$ cat src/rtl/rmw_pkg.sv
package rmw_pkg;

    localparam int OPW = 3;

    typedef enum logic [OPW-1:0] {
        OP_LOAD  = 3'd0,
        OP_STORE = 3'd1,
        OP_TAS   = 3'd2,
        OP_FADD  = 3'd3,
        OP_SWAP  = 3'd4,
        OP_CAS   = 3'd5,
        OP_RSV6  = 3'd6,
        OP_RSV7  = 3'd7
    } rmw_op_e;

    typedef enum logic {
        PH_IDLE  = 1'b0,
        PH_WRITE = 1'b1
    } rmw_phase_e;

endpackage

$ cat src/rtl/rmw_rr_arb.sv
module rmw_rr_arb #(
    parameter int N   = 3,
    parameter int IDW = 2
) (
    input  logic           clk,
    input  logic           rst_n,
    input  logic [N-1:0]   req,
    input  logic           advance,
    output logic           any,
    output logic [IDW-1:0] win,
    output logic [N-1:0]   onehot
);

    logic [IDW-1:0] last_d, last_q;

    always_comb begin
        int idx;
        any = 1'b0;
        win = '0;
        idx = 0;
        for (int k = 1; k <= N; k++) begin
            idx = int'(last_q) + k;
            if (idx >= N) idx = idx - N;
            if (!any && req[idx]) begin
                any = 1'b1;
                win = IDW'(idx);
            end
        end
        for (int i = 0; i < N; i++) begin
            onehot[i] = any && (win == IDW'(i));
        end
        last_d = advance ? win : last_q;
    end

    always_ff @(posedge clk) begin
        if (!rst_n) last_q <= IDW'(N - 1);
        else        last_q <= last_d;
    end

    AST_WIN_REQUESTED: assert property (@(posedge clk) disable iff (!rst_n)
        advance |-> req[win]);

endmodule

$ cat src/rtl/rmw_alu.sv
module rmw_alu
    import rmw_pkg::*;
#(
    parameter int DW = 16
) (
    input  rmw_op_e         op,
    input  logic [DW-1:0]   old_word,
    input  logic [DW-1:0]   opa,
    input  logic [DW-1:0]   opb,
    output logic            wr_en,
    output logic [DW-1:0]   wr_word,
    output logic            ok
);

    logic is_zero;
    logic is_match;

    always_comb begin
        is_zero  = (old_word == '0);
        is_match = (old_word == opa);
        wr_en    = 1'b0;
        wr_word  = old_word;
        ok       = 1'b1;
        unique case (op)
            OP_LOAD: begin
                wr_en = 1'b0;
            end
            OP_STORE: begin
                wr_en   = 1'b1;
                wr_word = opa;
            end
            OP_TAS: begin
                wr_en   = is_zero;
                wr_word = DW'(1);
                ok      = is_zero;
            end
            OP_FADD: begin
                wr_en   = 1'b1;
                wr_word = old_word + opa;
            end
            OP_SWAP: begin
                wr_en   = 1'b1;
                wr_word = opa;
            end
            OP_CAS: begin
                wr_en   = is_match;
                wr_word = opb;
                ok      = is_match;
            end
            default: begin
                wr_en = 1'b0;
                ok    = 1'b0;
            end
        endcase
    end

endmodule

$ cat src/rtl/rmw_ram.sv
module rmw_ram #(
    parameter int AW = 4,
    parameter int DW = 16,
    localparam int DEPTH = 1 << AW
) (
    input  logic          clk,
    input  logic          rst_n,
    input  logic          rd_en,
    input  logic [AW-1:0] rd_addr,
    input  logic          wr_en,
    input  logic [AW-1:0] wr_addr,
    input  logic [DW-1:0] wr_word,
    output logic [DW-1:0] rd_word
);

    logic [DW-1:0] mem_q [DEPTH];
    logic [DW-1:0] rd_q;

    always_ff @(posedge clk) begin
        if (!rst_n) begin
            for (int i = 0; i < DEPTH; i++) mem_q[i] <= '0;
            rd_q <= '0;
        end else begin
            if (wr_en) mem_q[wr_addr] <= wr_word;
            if (rd_en) rd_q <= mem_q[rd_addr];
        end
    end

    assign rd_word = rd_q;

    AST_NO_RD_WR_OVERLAP: assert property (@(posedge clk) disable iff (!rst_n)
        !(rd_en && wr_en));

endmodule

$ cat src/rtl/rmw_atomic_unit.sv
module rmw_atomic_unit
    import rmw_pkg::*;
#(
    parameter int NPORT = 3,
    parameter int AW    = 4,
    parameter int DW    = 16,
    localparam int IDW  = (NPORT > 1) ? $clog2(NPORT) : 1
) (
    input  logic                 clk,
    input  logic                 rst_n,
    input  logic [NPORT-1:0]     req_valid,
    input  logic [NPORT*OPW-1:0] req_op,
    input  logic [NPORT*AW-1:0]  req_addr,
    input  logic [NPORT*DW-1:0]  req_opa,
    input  logic [NPORT*DW-1:0]  req_opb,
    output logic [NPORT-1:0]     req_grant,
    output logic                 rsp_valid,
    output logic [IDW-1:0]       rsp_id,
    output logic [DW-1:0]        rsp_data,
    output logic                 rsp_ok
);

    typedef struct packed {
        rmw_phase_e    ph;
        rmw_op_e       op;
        logic [AW-1:0] addr;
        logic [DW-1:0] opa;
        logic [DW-1:0] opb;
        logic [IDW-1:0] id;
        logic          rsp_v;
        logic [IDW-1:0] rsp_id;
        logic [DW-1:0] rsp_d;
        logic          rsp_ok;
    } unit_st_t;

    unit_st_t st_d, st_q;

    logic             arb_any;
    logic [IDW-1:0]   arb_win;
    logic [NPORT-1:0] arb_onehot;
    logic             grant_en;

    logic [AW-1:0]    win_addr;
    logic [DW-1:0]    mem_word;
    logic             alu_we;
    logic [DW-1:0]    alu_word;
    logic             alu_ok;
    logic             ram_we;

    rmw_rr_arb #(
        .N   (NPORT),
        .IDW (IDW)
    ) u_arb (
        .clk     (clk),
        .rst_n   (rst_n),
        .req     (req_valid),
        .advance (grant_en),
        .any     (arb_any),
        .win     (arb_win),
        .onehot  (arb_onehot)
    );

    rmw_alu #(
        .DW (DW)
    ) u_alu (
        .op       (st_q.op),
        .old_word (mem_word),
        .opa      (st_q.opa),
        .opb      (st_q.opb),
        .wr_en    (alu_we),
        .wr_word  (alu_word),
        .ok       (alu_ok)
    );

    rmw_ram #(
        .AW (AW),
        .DW (DW)
    ) u_ram (
        .clk     (clk),
        .rst_n   (rst_n),
        .rd_en   (grant_en),
        .rd_addr (win_addr),
        .wr_en   (ram_we),
        .wr_addr (st_q.addr),
        .wr_word (alu_word),
        .rd_word (mem_word)
    );

    always_comb begin
        st_d     = st_q;
        st_d.rsp_v = 1'b0;
        grant_en = 1'b0;
        ram_we   = 1'b0;
        win_addr = req_addr[int'(arb_win)*AW +: AW];

        unique case (st_q.ph)
            PH_IDLE: begin
                if (arb_any) begin
                    grant_en  = 1'b1;
                    st_d.ph   = PH_WRITE;
                    st_d.op   = rmw_op_e'(req_op[int'(arb_win)*OPW +: OPW]);
                    st_d.addr = win_addr;
                    st_d.opa  = req_opa[int'(arb_win)*DW +: DW];
                    st_d.opb  = req_opb[int'(arb_win)*DW +: DW];
                    st_d.id   = arb_win;
                end
            end
            PH_WRITE: begin
                ram_we      = alu_we;
                st_d.ph     = PH_IDLE;
                st_d.rsp_v  = 1'b1;
                st_d.rsp_id = st_q.id;
                st_d.rsp_d  = mem_word;
                st_d.rsp_ok = alu_ok;
            end
            default: st_d.ph = PH_IDLE;
        endcase

        req_grant = grant_en ? arb_onehot : '0;
    end

    always_ff @(posedge clk) begin
        if (!rst_n) begin
            st_q <= '0;
        end else begin
            st_q <= st_d;
        end
    end

    assign rsp_valid = st_q.rsp_v;
    assign rsp_id    = st_q.rsp_id;
    assign rsp_data  = st_q.rsp_d;
    assign rsp_ok    = st_q.rsp_ok;

    AST_SINGLE_GRANT: assert property (@(posedge clk) disable iff (!rst_n)
        $onehot0(req_grant));
    AST_LOCKOUT: assert property (@(posedge clk) disable iff (!rst_n)
        (|req_grant) |=> (req_grant == '0));
    AST_GRANT_NEEDS_REQ: assert property (@(posedge clk) disable iff (!rst_n)
        ((req_grant & ~req_valid) == '0));
    AST_RSP_LATENCY: assert property (@(posedge clk) disable iff (!rst_n)
        (|req_grant) |=> ##1 rsp_valid);
    AST_RSP_PULSE: assert property (@(posedge clk) disable iff (!rst_n)
        rsp_valid |=> !rsp_valid);
    AST_RSP_ID: assert property (@(posedge clk) disable iff (!rst_n)
        (|req_grant) |=> ##1 (rsp_id == $past(arb_win, 2)));

endmodule

$ cat config.mk
export PLATFORM = sky130hd
export DESIGN_NAME = rmw_atomic_unit
export DESIGN_NICKNAME = d
export VERILOG_FILES = /design/src/rtl/rmw_pkg.sv /design/src/rtl/rmw_rr_arb.sv /design/src/rtl/rmw_alu.sv /design/src/rtl/rmw_ram.sv /design/src/rtl/rmw_atomic_unit.sv
export SDC_FILE = /design/constraint.sdc
export NUM_CORES = 1
export LEC_CHECK = 0
export BUFFER_PORTS_ARGS = -buffer_cell sky130_fd_sc_hd__buf_2
export CORE_ASPECT_RATIO = 0.9
export CORE_MARGIN = 4
export CORE_UTILIZATION = 45
export CTS_BUF_LIST = sky130_fd_sc_hd__clkbuf_4
export CTS_CLUSTER_SIZE = 16
export DETAILED_ROUTE_END_ITERATION = 8
export PLACE_DENSITY_LB_ADDON = 0.25
export REMOVE_ABC_BUFFERS = 1
export SLEW_MARGIN = 20
export SYNTH_ARGS = -nofsm -noshare
export SYNTH_HDL_FRONTEND = slang
export SYNTH_SLANG_ARGS = --single-unit
$ cat constraint.sdc
create_clock -name clk -period 4.2 [get_ports clk]
set_input_delay 0.21 -clock clk [delete_from_list [all_inputs] [get_ports clk]]
set_output_delay 0.21 -clock clk [all_outputs]
set_load 0.02 [all_outputs]
==> impl_metrics.ini, run 1 <==
[outcome]
status = finished, final reports clean

[die]
rows = 66
io_pins = 145
start_util = 0.460
fp.dieW_um = 211
chipHeight_um = 191
core_um2 = 36400
dieArea_um2 = 40400

[cells_and_area]
fillers = 3224
areaGrowthSynthToFinish_pct = 19.7
stdcell_count = 2526
ff_latch_area_um2 = 9270
nNetsFinal = 2120
multi_input_area_um2 = 6750
drive_above_1_share = 0.205

[critical_path]
cp.arrival_ns = 4.70
setup.worst_path.start_class = flop
cp_cell_sequence = inv_1 -> ha_2 -> nand4bb_1 -> a21oi_1 -> o2111ai_2 -> nand2_8 -> mux2i_1 -> o2bb2ai_4 -> buf_4 -> nor2_4 -> a32oi_1 -> a32oi_1 -> nand2_1
path_buf_inv = 2
path_delay_family = compound AO/OA/AOI/OAI gates
worstSetupEndpointType = flop
crit_top_cell = a32oi_1
worstSetupPathType = reg2reg
path_max_fanout = 19
slowest_stage = dfxtp_1
max_stage_delay_ns = 0.49
critPathRequiredTime_ns = 4.86

[grt]
grt_use_met1 = 0.370
antenna_found_initial = 1
grt_pass1_vias = 14000
grt_first_pass_wirelength_mm = 81.8
grt_util_met2 = 0.390
busiest_layer = met2
grt_start_max_net_pins = 53
grt-ovfl-total = 0
use_met3 = 0.0584
track_usage = 0.262

[cts]
clk-insertion-delay-late_ns = 0.79
cts_tree = yes
cts.clk_slew.worst_paths_ns = 0.08
h-tree-depth = 3
root_buffer = clkbuf_4
clock_sink_count = 335
cts_buffers = 89
clockBufferDepth = 3

[sta]
setup_viol = 0
fin_worst_skew_ns = 0.0450
worst_slew_pin_slew_ns = 0.982
slew_headroom = 0.344
slew_viol_final = 0
period_share = 0.964
fin_tns_setup_ns = 0
fin_crit_ns = 4.05
fmax_mhz = 247
rsz0062_at_grt = false
finalHoldViolCount = 0

[placement]
dp_hpwl_mm = 35.8
place_congestion = 0.906
port_buffers = 144
dp.cells = 2289

[min_path]
min_path_type = in2reg

[power]
cellPowerDensity_nw_per_um2 = 757
p_leak_nw = 7.85
ir_drop_mv = 0.371

[logic_synthesis]
synth_top_family_by_area = simple AND/OR/NAND/NOR gates
yosysWarnings = 0
synth-simple-area-share = 0.217
syn_area_per_cell_um2 = 9.67
synth_area_um2 = 16800
yosys-top-cells-area = edfxtp_1 46%, dfxtp_1 9.4%, nand2_1 7.5%
synthAdderAreaFrac = 0.0154
yosys.area_share.xor_xnor = 0.00523
yosys.area.top_type = edfxtp_1
synthCells = 1734
ys_seq_elements = 335
netlist.area_leader.share = 0.459
ys_seq_area_frac = 0.553
synth-async-reset-ratio = 0
synth_top_flop_cell = edfxtp_1
synth-compound-area-share = 0.119
synth_mux_area_frac = 0.0413
synth_edf_count = 256
synth_cell_types = 75

[drt]
wl_mm = 53.7
first_iter_violations = 1885
drtPass1Iterations = 6
drc_errors = 0
post_drt_wl_per_cell_um = 21.3
via_per_inst = 5.74
dr_total_vias = 14500
route.antenna.remaining_nets = 0

[job]
cap_violations = 0
==> per-stage QoR <==
step           utilization  power, mW  area [um2]  hold WS (ns)  worst slack [ns]
2_1_floorplan            -       8.66       16000         0.272             -1.31
3_3_place_gp         0.498       11.4       18100         0.482             0.344
3_5_place_dp         0.498       11.5       18100         0.488             0.160
4_1_cts              0.550       15.1       20000        0.0696            0.0981
5_1_grt              0.551       16.1       20100         0.139           0.00397
6_report             0.551       15.2       20100         0.132             0.153
==> power by group <==
part | switching [mW] | total [mW] | internal, mW | leakage [nW]
Clock | 1.38 | 2.94 | 1.56 | 0.692
Sequential | 0.317 | 4.23 | 3.91 | 3.30
Combinational | 5.13 | 8.02 | 2.89 | 3.86
Total | 6.83 | 15.2 | 8.36 | 7.85
==> Yosys cell counts, types with 15 or more instances <==
cell	n
clkbuf_1	92
buf_2	34
nor3b_1	27
buf_4	26
o2111ai_1	16
dfxtp_1	79
nand3_1	61
inv_1	20
a32oi_1	32
and3_1	18
ha_1	19
mux2i_1	62
a211oi_1	38
o21ai_0	16
a31oi_1	36
and2_1	19
o22ai_1	15
o21ai_1	17
nand2_1	333
edfxtp_1	256
nor2b_1	32
a21oi_1	58
nor2_1	320
==> cell families (layout without fill, tap and decap cells) <==
group | count (synthesis) | in the layout
flip-flops | 335 | 335
adder cells (fa/ha/maj) | 20 | 20
buffers and inverters | 177 | 488
other | 0 | 5
XOR/XNOR | 10 | 10
AO/OA/AOI/OAI | 278 | 278
AND/OR/NAND/NOR | 846 | 846
multiplexers | 68 | 68
==> layer usage <==
metal | vias to the layer above | wire length, um
met4 | 0 | 1810
li1 | 6628 | -
met2 | 823 | 23300
met5 | - | 0
met1 | 6950 | 23000
met3 | 110 | 5620
==> layout by cell type (no fill, tap or decap), types with 6 or more instances in the layout <==
master and count:
nor2b_1 32, nor4_1 7, o22ai_1 15, xnor2_1 8
and2_1 18, dfxtp_1 78, nor3b_1 27, clkbuf_4 138
nor2_1 320, o2111ai_1 16, clkinv_1 9, a32oi_1 32
dlygate4sd3_1 74, o221ai_1 8, a31oi_1 35, o21ai_0 16
nand2_1 333, nor3_1 8, inv_1 20, a211oi_1 37
o21ai_1 17, and3_1 18, a21o_1 6, nand3_1 61
edfxtp_1 256, buf_2 144, ha_1 18, a21oi_1 58
buf_4 87, mux2i_1 62
==> state kept, by name, indices dropped and copies added, names as in the netlist <==
name and cells:
rsp_data 16, rsp_id 2, rsp_ok 1, rsp_valid 1, st_q 42, u_arb.last_q 1
u_ram.mem_q 256, u_ram.rd_word 16
==> timing repair <==
| action | CTS | global route |
|---|---|---|
| hold buffers | 74 | 0 |
| setup buffers | 0 | 0 |
| gates resized for setup | 0 | 5 |
| endpoints found under the setup margin | 0 | 17 |
| hold endpoints to repair | 48 | 0 |
==> layout make-up <==
cell class / instances / area share
timing repair buffer: 309 / 0.109
clock inverter: 20 / 0.00618
sequential: 335 / 0.462
clock buffer: 138 / 0.0517
tap: 476 / 0.0297
antenna: 5 / 0.000624
inverter: 21 / 0.00393
multi-input combinational: 1222 / 0.336
==> worst register-to-register path, cell delays in order, from the launching register on <==
cell and delay, ns:
dfxtp_1 0.49, inv_1 0.14, ha_2 0.42, nand4bb_1 0.23, a21oi_1 0.28, o2111ai_2 0.25
nand2_8 0.30, mux2i_1 0.32, o2bb2ai_4 0.17, buf_4 0.24, nor2_4 0.37, a32oi_1 0.21
a32oi_1 0.42, nand2_1 0.09
==> path summary, 6_finish.rpt <==
path,end,startpoint,slack (ns),depth (start not counted)
worst min-delay path,st_q[57]$_SDFFE_PN0P_,req_addr[3],0.13,5
worst min register to register,st_q[35]$_SDFFE_PN0P_,st_q[35]$_SDFFE_PN0P_,0.50,2
worst max register to register,u_ram.rd_word[7]$_SDFFE_PN0P_,st_q[20]$_SDFFE_PN0P_,0.15,13
worst max-delay path,u_ram.rd_word[7]$_SDFFE_PN0P_,st_q[20]$_SDFFE_PN0P_,0.15,13
(Power assumes the default switching activity.)
==> run 2: changes to the inputs <==
- CTS_BUF_LIST: sky130_fd_sc_hd__clkbuf_4 -> default
- SKIP_LAST_GASP: default -> 1
==> run 2 against run 1 <==
  * Flip-flop and latch count stayed put
  * Highest routed layer unchanged
  * Register-to-register slack better by 0.02 ns
  * Critical endpoint is now u_ram.rd_word[8]$_SDFFE_PN0P_
  * Critical path type unchanged
  * Die area stayed put
  * Routed wire length is 2.9% lower
  * Sequential power hardly changed
==> impl_metrics.ini, run 2 (synthesis results as in run 1) <==
[drt]
route.antenna.remaining_nets = 0
drtPass1Iterations = 6
dr_total_vias = 13700
via_per_inst = 5.81
post_drt_wl_per_cell_um = 22.1
first_iter_violations = 1943
drc_errors = 0
wl_mm = 52.2

[die]
start_util = 0.460
fp.dieW_um = 211
chipHeight_um = 191
rows = 66
core_um2 = 36400
dieArea_um2 = 40400
io_pins = 145

[power]
ir_drop_mv = 0.405
power_frac_comb = 0.500
p_leak_nw = 7.42
p_int_mw = 8.15
power_switching_mw = 6.67
seq_power_share = 0.285
p_sw_frac = 0.450
cellPowerDensity_nw_per_um2 = 764
power_frac_clock = 0.215

[cells_and_area]
reg.largest.list = u_ram.mem_q (256), st_q (42)
drive_above_1_share = 0.173
diodes = 0
utilization = 0.532
areaGrowthSynthToFinish_pct = 15.6
final_common_cell = nand2_1
mostFrequentLayoutCells = 333 x nand2_1, 320 x nor2_1, 256 x edfxtp_1
largest_reg_flops = 256
max_flop_register = u_ram.mem_q
nNetsFinal = 1999

[critical_path]
max_stage_delay_ns = 0.48
slowest_stage = dfxtp_1
worstSetupPathType = reg2reg
crit_top_cell = a32oi_1
worstSetupEndpointType = flop
reg2regPathDepth = 12
cp_cell_sequence = ha_1 -> mux2_4 -> a21oi_2 -> o2111ai_2 -> nand2_8 -> mux2i_1 -> o2bb2ai_4 -> and2_1 -> buf_12 -> a32oi_1 -> a32oi_1 -> nand2_1
cp.arrival_ns = 4.44
critPathRequiredTime_ns = 4.61
path_max_fanout = 24
setup.worst_path.start_class = flop

[cts]
cts.clk_slew.worst_paths_ns = 0.06
cts_tree = yes
clock_sink_count = 335
clk-insertion-delay-late_ns = 0.54
clockBufferDepth = 3
root_buffer = clkbuf_16
h-tree-depth = 2
cts_buffers = 37

[sta]
rsz0062_at_grt = false
fmax_mhz = 248
setup_viol = 0
finalHoldViolCount = 0
slew_viol_final = 0
period_share = 0.959
slew_headroom = 0.381
fin_crit_ns = 4.03
fin_worst_skew_ns = 0.00977
worst_slew_pin_slew_ns = 0.926
whs_ns = 0.00576

[grt]
grt_start_max_net_pins = 53
track_usage = 0.254
antenna_found_initial = 0
grt_first_pass_wirelength_mm = 79.3
grt_pass1_vias = 13100
grt-ovfl-total = 0

[min_path]
min_path_type = in2reg
min_path_cells = 3

[placement]
port_buffers = 144
place_congestion = 0.906
dp_hpwl_mm = 35.8

[job]
cap_violations = 0

[outcome]
status = finished, final reports clean
==> run 2: changes by cell type in the layout (fill, tap and decap cells not counted), moves of 2 or more <==
cell           before  now
dlygate4sd3_1      74    5
clkbuf_16           0   38
clkbuf_4          138    0
clkinv_1            9    4
clkbuf_1            0    7
clkinv_4            0    2
clkbuf_8            0    2
diode_2             5    0
==> run 2: power groups by stage <==
stage                     Sequential (mW)  Combinational, mW  Clock (mW)
final                                4.22               7.41        3.18
after global routing                 4.26               7.99        3.38
after CTS                            4.21               7.30        3.22
after detailed placement             4.28               7.26           0
after global placement               4.27               7.13           0
after floorplan                      4.28               4.38           0
==> run 2: final cells by class <==
type	count	area [um2]
timing repair buffer	240	1510
tap	476	596
clock inverter	19	181
multi-input combinational	1222	6740
clock buffer	47	1000
fill	3221	17000
inverter	21	78.8
sequential	335	9270
==> run 2: per-layer routing <==
layer / up-vias / GRT usage / wire, um
met2: 715 / 0.374 / 22500
met1: 6554 / 0.372 / 22300
met4: 0 / 0.0917 / 1850
li1: 6340 / - / -
met3: 108 / 0.0528 / 5580
met5: - / 0 / 0
==> run 2: what timing repair did <==
item,4_1_cts,5_1_grt
hold endpoints to repair,5,0
setup endpoints to repair,0,10
gates resized for setup,0,5
hold buffers,5,0
setup buffers,0,0
==> run 2: through the flow <==
step	total power [mW]	worst slack [ns]	cells	cell area (um2)	setup TNS [ns]
6_report	14.8	0.174	2360	19400	0
5_1_grt	15.6	0.0465	2360	19400	0
4_1_cts	14.7	0.161	2360	19400	0
3_5_place_dp	11.5	0.160	2289	18100	0
3_3_place_gp	11.4	0.344	2289	18100	0
2_1_floorplan	8.66	-1.31	1578	16000	-29.84
==> run 2: path summary, 6_finish.rpt <==
| path | startpoint | to | slack, ns |
|---|---|---|---|
| max | st_q[20]$_SDFFE_PN0P_ | u_ram.rd_word[8]$_SDFFE_PN0P_ | 0.17 |
| min | req_opb[30] | st_q[36]$_SDFFE_PN0P_ | 0.006 |
| max reg2reg | st_q[20]$_SDFFE_PN0P_ | u_ram.rd_word[8]$_SDFFE_PN0P_ | 0.17 |
| min reg2reg | st_q[25]$_SDFFE_PN0P_ | st_q[25]$_SDFFE_PN0P_ | 0.50 |
==> run 2: worst max-delay path: cells and delay by family (launching register included) <==
family          cells  cell delay [ns]
compound gates      5             1.43
fa+ha+maj           1             0.42
buf+inv             1             0.23
flops               1             0.48
mux                 2             0.49
simple gates        3             0.81
